**config.mk**
```make
export PLATFORM = sky130hd
export DESIGN_NAME = adc_serial_port
export DESIGN_NICKNAME = d
export VERILOG_FILES = /design/src/rtl/asp_pkg.sv /design/src/rtl/asp_sck_gen.sv /design/src/rtl/asp_conv_timer.sv /design/src/rtl/asp_cfg_rx.sv /design/src/rtl/adc_serial_port.sv
export SDC_FILE = /design/constraint.sdc
export NUM_CORES = 1
export LEC_CHECK = 0
export ABC_AREA = 1
export BUFFER_PORTS_ARGS = -buffer_cell sky130_fd_sc_hd__buf_2
export CORE_ASPECT_RATIO = 1.4
export CORE_MARGIN = 5
export CORE_UTILIZATION = 35
export DETAILED_ROUTE_END_ITERATION = 8
export GPL_TIMING_DRIVEN = 0
export PLACE_DENSITY = 0.55
export REMOVE_ABC_BUFFERS = 1
export SYNTH_ARGS = -nofsm -noshare
export SYNTH_HDL_FRONTEND = slang
export SYNTH_HIERARCHICAL = 1
export SYNTH_SLANG_ARGS = --single-unit
```
**constraint.sdc**
```tcl
create_clock -name clk_i -period 3.3 [get_ports clk_i]
set_clock_uncertainty 0.2 [all_clocks]
set_input_delay 0.66 -clock clk_i [delete_from_list [all_inputs] [get_ports clk_i]]
set_output_delay 0.66 -clock clk_i [all_outputs]
set_load 0.005 [all_outputs]
```
**src/rtl/asp_pkg.sv**
```systemverilog
package asp_pkg;
  typedef enum logic [1:0] {
    ST_CONV  = 2'd0,
    ST_READY = 2'd1,
    ST_SHIFT = 2'd2
  } port_state_e;
endpackage

```
**src/rtl/asp_sck_gen.sv**
```systemverilog
// Serial clock divider: idle high, first toggle is a falling edge.
module asp_sck_gen #(
  parameter int HALF_DIV = 2
) (
  input  logic clk_i,
  input  logic rst_i,
  input  logic run_i,
  input  logic hold_i,
  output logic sck_o,
  output logic rise_o,
  output logic fall_o,
  output logic end_o
);
  localparam int CW = (HALF_DIV > 1) ? $clog2(HALF_DIV) : 1;

  logic [CW-1:0] cnt_q;
  logic          sck_q;
  logic          tick;

  assign tick   = run_i && (cnt_q == CW'(HALF_DIV - 1));
  assign rise_o = tick && !sck_q;
  assign fall_o = tick && sck_q && !hold_i;
  assign end_o  = tick && sck_q && hold_i;
  assign sck_o  = sck_q;

  always_ff @(posedge clk_i) begin
    if (rst_i || !run_i) begin
      sck_q <= 1'b1;
      cnt_q <= CW'(HALF_DIV - 1);
    end else if (tick) begin
      cnt_q <= '0;
      if (!hold_i || !sck_q) sck_q <= ~sck_q;
    end else begin
      cnt_q <= cnt_q + 1'b1;
    end
  end
endmodule

```
**src/rtl/asp_conv_timer.sv**
```systemverilog
// Conversion time model: CONV_BASE*(speed+1) cycles per conversion.
module asp_conv_timer #(
  parameter int SPD_W     = 4,
  parameter int CONV_BASE = 64,
  parameter int DEF_SPD   = 0
) (
  input  logic             clk_i,
  input  logic             rst_i,
  input  logic             start_i,
  input  logic [SPD_W-1:0] speed_i,
  output logic             done_o
);
  localparam int MAXLEN = CONV_BASE * (2 ** SPD_W);
  localparam int CW     = $clog2(MAXLEN);

  function automatic logic [CW-1:0] len_m1(input logic [SPD_W-1:0] s);
    return CW'(CONV_BASE * (int'(s) + 1) - 1);
  endfunction

  logic [CW-1:0] cnt_q;
  logic          act_q;

  assign done_o = act_q && (cnt_q == '0);

  always_ff @(posedge clk_i) begin
    if (rst_i) begin
      cnt_q <= len_m1(SPD_W'(DEF_SPD));
      act_q <= 1'b1;
    end else if (start_i) begin
      cnt_q <= len_m1(speed_i);
      act_q <= 1'b1;
    end else if (act_q) begin
      if (cnt_q == '0) act_q <= 1'b0;
      else             cnt_q <= cnt_q - 1'b1;
    end
  end
endmodule

```
**src/rtl/asp_cfg_rx.sv**
```systemverilog
// Configuration receiver: speed commits at rise CFG_BITS, channel at the next fall.
module asp_cfg_rx #(
  parameter int CFG_BITS = 13,
  parameter int CH_W     = 4,
  parameter int SPD_W    = 4,
  parameter int IDX_W    = 6,
  parameter int DEF_CH   = 0,
  parameter int DEF_SPD  = 0
) (
  input  logic             clk_i,
  input  logic             rst_i,
  input  logic             sdi_i,
  input  logic             rise_i,
  input  logic             fall_i,
  input  logic [IDX_W-1:0] idx_i,
  output logic [CH_W-1:0]  chan_o,
  output logic [SPD_W-1:0] speed_o
);
  localparam int FW = CH_W + SPD_W;

  logic [FW-1:0]   fld_q;
  logic [CH_W-1:0] pend_q;

  always_ff @(posedge clk_i) begin
    if (rst_i) begin
      fld_q   <= '0;
      pend_q  <= CH_W'(DEF_CH);
      chan_o  <= CH_W'(DEF_CH);
      speed_o <= SPD_W'(DEF_SPD);
    end else begin
      if (rise_i && (idx_i < IDX_W'(FW)))
        fld_q <= {fld_q[FW-2:0], sdi_i};
      if (rise_i && (idx_i == IDX_W'(CFG_BITS - 1))) begin
        speed_o <= fld_q[SPD_W-1:0];
        pend_q  <= fld_q[FW-1:SPD_W];
      end
      if (fall_i && (idx_i == IDX_W'(CFG_BITS)))
        chan_o <= pend_q;
    end
  end
endmodule

```
**src/rtl/adc_serial_port.sv**
```systemverilog
module adc_serial_port #(
  parameter int FRAME_BITS = 32,
  parameter int CFG_BITS   = 13,
  parameter int CH_W       = 4,
  parameter int SPD_W      = 4,
  parameter int HALF_DIV   = 2,
  parameter int START_DLY  = 8,
  parameter int CONV_BASE  = 64,
  parameter int DEF_CH     = 0,
  parameter int DEF_SPD    = 0
) (
  input  logic                  clk_i,
  input  logic                  rst_i,
  input  logic                  cs_i,
  input  logic                  sdi_i,
  input  logic [FRAME_BITS-2:0] result_i,
  output logic                  sdo_o,
  output logic                  sck_o,
  output logic                  busy_o,
  output logic [CH_W-1:0]       chan_o,
  output logic [SPD_W-1:0]      speed_o
);
  import asp_pkg::*;

  localparam int IDX_W = $clog2(FRAME_BITS + 1);
  localparam int DLY_W = (START_DLY > 1) ? $clog2(START_DLY) : 1;

  port_state_e           state_q;
  logic [DLY_W-1:0]      dly_q;
  logic [IDX_W-1:0]      rise_cnt_q;
  logic [FRAME_BITS-1:0] frame_q;
  logic                  busy_q;

  logic run_s, hold_s, rise_s, fall_s, end_s, done_s, abort_s, start_s;

  assign run_s   = (state_q == ST_SHIFT) && !cs_i;
  assign abort_s = (state_q == ST_SHIFT) && cs_i;
  assign hold_s  = (rise_cnt_q == IDX_W'(FRAME_BITS));
  assign start_s = abort_s || end_s;

  asp_sck_gen #(.HALF_DIV(HALF_DIV)) u_sck (
    .clk_i (clk_i),
    .rst_i (rst_i),
    .run_i (run_s),
    .hold_i(hold_s),
    .sck_o (sck_o),
    .rise_o(rise_s),
    .fall_o(fall_s),
    .end_o (end_s)
  );

  asp_conv_timer #(
    .SPD_W(SPD_W), .CONV_BASE(CONV_BASE), .DEF_SPD(DEF_SPD)
  ) u_timer (
    .clk_i  (clk_i),
    .rst_i  (rst_i),
    .start_i(start_s),
    .speed_i(speed_o),
    .done_o (done_s)
  );

  asp_cfg_rx #(
    .CFG_BITS(CFG_BITS), .CH_W(CH_W), .SPD_W(SPD_W),
    .IDX_W(IDX_W), .DEF_CH(DEF_CH), .DEF_SPD(DEF_SPD)
  ) u_cfg (
    .clk_i  (clk_i),
    .rst_i  (rst_i),
    .sdi_i  (sdi_i),
    .rise_i (rise_s),
    .fall_i (fall_s),
    .idx_i  (rise_cnt_q),
    .chan_o (chan_o),
    .speed_o(speed_o)
  );

  always_ff @(posedge clk_i) begin
    if (rst_i) begin
      state_q    <= ST_CONV;
      dly_q      <= '0;
      rise_cnt_q <= '0;
      frame_q    <= '1;
      busy_q     <= 1'b1;
    end else begin
      case (state_q)
        ST_CONV: begin
          if (done_s) begin
            state_q <= ST_READY;
            frame_q <= {1'b0, result_i};
            busy_q  <= 1'b0;
            dly_q   <= '0;
          end
        end
        ST_READY: begin
          if (cs_i) begin
            dly_q <= '0;
          end else if (dly_q == DLY_W'(START_DLY - 1)) begin
            state_q    <= ST_SHIFT;
            busy_q     <= 1'b1;
            rise_cnt_q <= '0;
            dly_q      <= '0;
          end else begin
            dly_q <= dly_q + 1'b1;
          end
        end
        ST_SHIFT: begin
          if (start_s) begin
            state_q <= ST_CONV;
            frame_q <= '1;
          end else begin
            if (rise_s) rise_cnt_q <= rise_cnt_q + 1'b1;
            if (fall_s && (rise_cnt_q != '0))
              frame_q <= {frame_q[FRAME_BITS-2:0], 1'b1};
          end
        end
        default: state_q <= ST_CONV;
      endcase
    end
  end

  assign sdo_o  = frame_q[FRAME_BITS-1];
  assign busy_o = busy_q;
endmodule

```
== Yosys cells after proc, flatten, opt, wreduce, memory -nomap -nowiden ==
Index checks and enable logic that the tools add are counted.
Cells by class
  equal/unequal tests: 14
  bitwise operators: 1
  mux-type cells: 28
  order comparisons: 1
  reductions and logical operators: 34
  add/subtract/negate cells: 6
Operator list (number)
  2-to-1 mux 32 bit: 3
  one-hot mux 32 bit (2 select lines): 1
  2-to-1 mux 10 bit: 3
  2-to-1 mux 6 bit: 4
  == test 6 x 4 -> 1 bit, second input constant: 2
  logical AND 1 bit: 12
  != test 2 bit, second input constant: 6
  one-hot mux 6 bit (2 select lines): 1
  zero test 10 bit: 1
  subtractor 10 x 1 -> 10 bit, second input constant: 1
  subtractor 10 x 2 -> 10 bit, second input constant: 1
  2-to-1 mux 3 bit: 3
  2-to-1 mux 2 bit: 4
  AND reduction 4 bit: 2
  nonzero test 2 bit: 4
  adder 6 x 1 -> 6 bit, second input constant: 1
  == test 6 bit, second input constant: 1
  less-than comparator 6 x 4 -> 1 bit, second input constant: 1
  2-to-1 mux 1 bit: 6
  one-hot mux 2 bit (3 select lines): 1
  one-hot mux 3 bit (2 select lines): 1
  AND reduction 2 bit: 3
  nonzero test 6 bit: 1
  AND reduction 5 bit: 1
  other kinds (15): 20
Word-level totals
  word-level logic and storage cells: 97
  flip-flop bits (word level): 77
  input port bits: 35

== Logic depth before layout (Yosys ltp) ==
  depth in word-level cells: 9
  depth in mapped cells: 14
  mapped depth without buffers: 13

== Hierarchy ==
The synthesis kept the hierarchy.
By module, submodules not included
  adc_serial_port: cells each 356, times used 1, area each 2252.2 um2
  asp_cfg_rx: cells each 131, times used 1, area each 879.6 um2
  asp_conv_timer: cells each 124, times used 1, area each 790.8 um2
  asp_sck_gen: cells each 15, times used 1, area each 100.1 um2

== Least setup slack after synthesis ==
OpenSTA, ideal clock, no wires.
  path kind: in2reg
  from: input port cs_i
  to: register u_timer.cnt_q[9]
  path buffers: 0
  setup time: 0.114 ns
  data arrival time: 2.015 ns
  path slack: 0.971 ns
  required time: 2.986 ns
  cell stages on the path: 10
  cells stage by stage: nor2_1 nand2_2 nor3_2 inv_1 o21ai_0 inv_1 nand2_4 nand2_1 nor2_1 nor2_2
On the way
  cells in the longest elaborated chain, start to end: 8
  elaborated cells between the ends (all ways): 11
  classes of those cells: eq/ne: 1; mux: 1; reduce/logical: 9
RTL lines
  from (decl): RTL line adc_serial_port.sv:14  | input logic cs_i,
  zero test 1 bit (*): RTL line adc_serial_port.sv:36  | assign run_s = (state_q == ST_SHIFT) && !cs_i;
  logical AND 1 bit (*): RTL line adc_serial_port.sv:36
  logical AND 1 bit (*): RTL line asp_sck_gen.sv:20  | assign tick = run_i && (cnt_q == CW'(HALF_DIV - 1));
  logical AND 1 bit (*) (2 in series): RTL line asp_sck_gen.sv:23  | assign end_o = tick && sck_q && hold_i;
  net end_s: RTL line adc_serial_port.sv:34  | logic run_s, hold_s, rise_s, fall_s, end_s, done_s, abort_s, start_s;
  logical OR 1 bit (*): RTL line adc_serial_port.sv:39  | assign start_s = abort_s || end_s;
  net start_s: RTL line adc_serial_port.sv:34
  != test 2 bit (no source line) or nonzero test 2 bit (tied branches)
  AND reduction 2 bit (no source line)
  to (signal assigned): RTL line asp_conv_timer.sv:27  | cnt_q <= len_m1(SPD_W'(DEF_SPD));
  to (signal assigned): RTL line asp_conv_timer.sv:30  | cnt_q <= len_m1(speed_i);
  to (signal assigned): RTL line asp_conv_timer.sv:34  | else cnt_q <= cnt_q - 1'b1;
  to (decl): RTL line asp_conv_timer.sv:20  | logic [CW-1:0] cnt_q;
Mark *: on every way through the listed nets, which the timed path passes. The rest lies on a longest branch.
A chain may end at the register's enable or synchronous reset.

== Final worst setup path ==
  from: register rise_cnt_q[0]
  to: register frame_q[6]
On the way
  elaborated cells between the ends (all ways): 11
  classes of those cells: eq/ne: 2; mux: 2; reduce/logical: 7
RTL lines
  from (decl): RTL line adc_serial_port.sv:30  | logic [IDX_W-1:0] rise_cnt_q;
  from (signal assigned): RTL line adc_serial_port.sv:110  | if (rise_s) rise_cnt_q <= rise_cnt_q + 1'b1;
  == test 6 bit (*): RTL line adc_serial_port.sv:38  | assign hold_s = (rise_cnt_q == IDX_W'(FRAME_BITS));
  net hold_s: RTL line adc_serial_port.sv:34
  logical AND 1 bit (*): RTL line asp_sck_gen.sv:23
  net end_s: RTL line adc_serial_port.sv:34
  logical OR 1 bit (*): RTL line adc_serial_port.sv:39
  != test 3 x 2 -> 1 bit (no source line) or 2-to-1 mux 32 bit (tied branches)
  AND reduction 3 bit (no source line) or one-hot mux 32 bit (2 select lines) (tied branches)
  to (signal assigned): RTL line adc_serial_port.sv:88  | frame_q <= {1'b0, result_i};
  to (signal assigned): RTL line adc_serial_port.sv:112  | frame_q <= {frame_q[FRAME_BITS-2:0], 1'b1};
  to (decl): RTL line adc_serial_port.sv:31  | logic [FRAME_BITS-1:0] frame_q;
Marked as above.

==> metrics.txt <==
TritonCTS clock tree=built; drt initial violations=191; setup_tns=0 ns; register bit count reported by yosys=77; clock transition at the registers of the reported paths=0.06 ns; Core Rows=46; htree depth=3; CTS Buf Count=9; Tmin final=2.963 ns; vias in the first global route=3556; ANT nets after route=0; Synth Warn #=6; Power Total=1980 uW; GRT Util Overall=14.01%; GRT overflow=0; CP Data Required Time=3.26 ns; initial antenna violation count=0; clk sink count=77; final WL=9488 um; Port Buf Inserts=45; core area=0.01128 sq mm; multi-input logic area=0.002156 sq mm; design area=0.004638 sq mm; sequential fraction of the synthesis area=38.32%; pwr/cell area=427.0 mW/mm^2; Layout fillers=1261; Worst-Margin Slew=1.211 ns; Vias=3856; first drt pass iteration count=4; Post-synth ARST share=0%; vias per cell=4.755; Area Overhead vs Synth=15.30%; clock network latency to the later pin of the worst-skew pair=0.33 ns; Worst setup EP type=flip-flop; final hold viol count=0; Die Y-Extent=136.8 um; leakage=0.002041 uW; Slew Limit Fails=0; ys flop type=dfxtp_1; Placer Congestion=0.7719; relative slew slack=19.19%; CP Class=flip-flop to flip-flop; routed len/inst=11.70 um; initial core utilization=35.66%; largest net degree at the start of global routing=39; worst vdd ir=0.2730 mV; Post-synth EDFFs=0; worst slack, placed=-0.4616 ns; setup slack after layout=0.3372 ns; Worst setup SP type=flip-flop; Syn Area/Cell=6.426 sq um; Fmax achieved=337.5 MHz; layout cells sized above 1=14.71%; synthesized cell area=0.004023 sq mm; drt drc=0; I/O pin count=46; status=completed; DR WL met2=4473 um; die footprint=0.01377 sq mm; flop2flop setup slack=0.34 ns; worst-case clock buffer depth=2; metal3 WL=505 um; synthesized instance count=626; worst endpoint data arrival time=2.93 ns; Hold/Removal Path Class=flip-flop to flip-flop; placed cell area=0.004318 sq mm; Final HPWL DP=6227 um; CP max FO=33; final setup fails=0; Die X=100.6 um; Period Utilization, post-route=89.78%; hold buffers post-CTS=0; nets=702; RSZ-0062 raised after global routing=false; clock root buffer=clkbuf_16; first-pass GRT wire length=15790 um; top routing layer used=met4; Netlist cell types=30; M1 WL=4370 um; Max Cap Viol=0; Reg area=0.001541 sq mm
-- final cells by class --
class / count / share of cell area, %
clock inverters: 7 / 1.430
inverters: 64 / 5.206
repair buffers: 45 / 4.856
flip-flops and latches: 77 / 33.23
multi-input cells: 464 / 46.48
clock buffers: 9 / 4.856
diodes: 1 / 0.05395
well taps: 144 / 3.885
-- cells in the mapped netlist (6+ instances only) --
library cell	instances	share of area [%]
nor2_1	163	15
clkbuf_1	7	0.65
nand3_1	103	13
o21ai_0	17	2.1
nor2_4	8	2.2
nor2_2	7	1.1
inv_1	58	5.4
nand2_1	121	11
nand2_2	8	1.2
a21oi_1	11	1.4
dfxtp_1	77	38
buf_2	7	0.87
ha_1	6	1.9
-- flip-flops by register name, indices dropped and copies added (netlist names) --
register       count
state_q            2
u_cfg/pend_q       4
frame_q           32
u_cfg/speed_o      4
u_timer/cnt_q     10
u_sck/sck_o        1
rise_cnt_q         6
u_sck/cnt_q        1
dly_q              3
u_cfg/fld_q        8
u_cfg/chan_o       4
busy_o             1
u_timer/act_q      1
-- final timing paths --
| path | cells after the start | end | start |
|---|---|---|---|
| worst min-delay path | 1 | u_sck/cnt_q$_SDFF_PP1_ | u_sck/cnt_q$_SDFF_PP1_ |
| worst max register to register | 13 | frame_q[6]$_SDFFE_PP1P_ | rise_cnt_q[0]$_SDFFE_PP0P_ |
| worst min register to register | 1 | u_sck/cnt_q$_SDFF_PP1_ | u_sck/cnt_q$_SDFF_PP1_ |
| worst max-delay path | 13 | frame_q[6]$_SDFFE_PP1P_ | rise_cnt_q[0]$_SDFFE_PP0P_ |
-- per-stage QoR --
step / cells / utilization [%] / hold slack [ns]
after floorplan: 604 / - / 0.1896
after global placement: 793 / 38.28 / 0.1982
after detailed placement: 793 / 38.28 / 0.2088
after CTS: 809 / 40.97 / 0.2237
after global routing: 810 / 41.09 / 0.2426
final: 811 / 41.12 / 0.2184
-- what timing repair did --
action,CTS,global route
gates cloned,0,1
pin swaps,0,1
setup endpoints to repair,32,32
buffers inserted,0,0
gates resized for setup,2,2
-- power breakdown --
group | switching, uW | internal (uW)
Clock | 389 | 581
Combinational | 41.0 | 33.3
Sequential | 2.90 | 933
-- logic make-up after synthesis --
group,share of synthesized area [%]
XOR/XNOR,0.4355
buffers and inverters,8.740
AO/OA/AOI/OAI,4.417
adder cells (fa/ha/maj),1.866
AND/OR/NAND/NOR,46.22
flip-flops,38.32
-- layout by cell type (no fill, tap or decap), types with 5 or more instances in the layout --
master and n:
nor2_1 163, inv_1 58, a21oi_1 11, nand3_1 103, nand2_1 120, nor2_4 8
o21ai_0 17, clkinv_2 5, nor2_2 8, ha_1 6, nand2_2 7, buf_2 45
dfxtp_1 77, clkbuf_16 9
-- worst max-delay path, stage by stage, from the launching register on --
cell and delay, ns:
dfxtp_1 0.40, inv_1 0.12, ha_1 0.17, nand3_1 0.08
nor2_1 0.13, inv_1 0.08, nor3_2 0.18, inv_1 0.12
nand3_4 0.34, inv_2 0.08, nand2_4 0.32, nand2_4 0.31
nand2_1 0.15, nand3_1 0.08
-- routing by layer --
metal | track usage [%] | up-vias
met5 | 0 | -
met4 | 5.618 | 0
met3 | 3.264 | 9
met2 | 24.03 | 68
met1 | 16.70 | 1735
li1 | - | 2044
No activity file was read; power rests on OpenSTA's default activity.
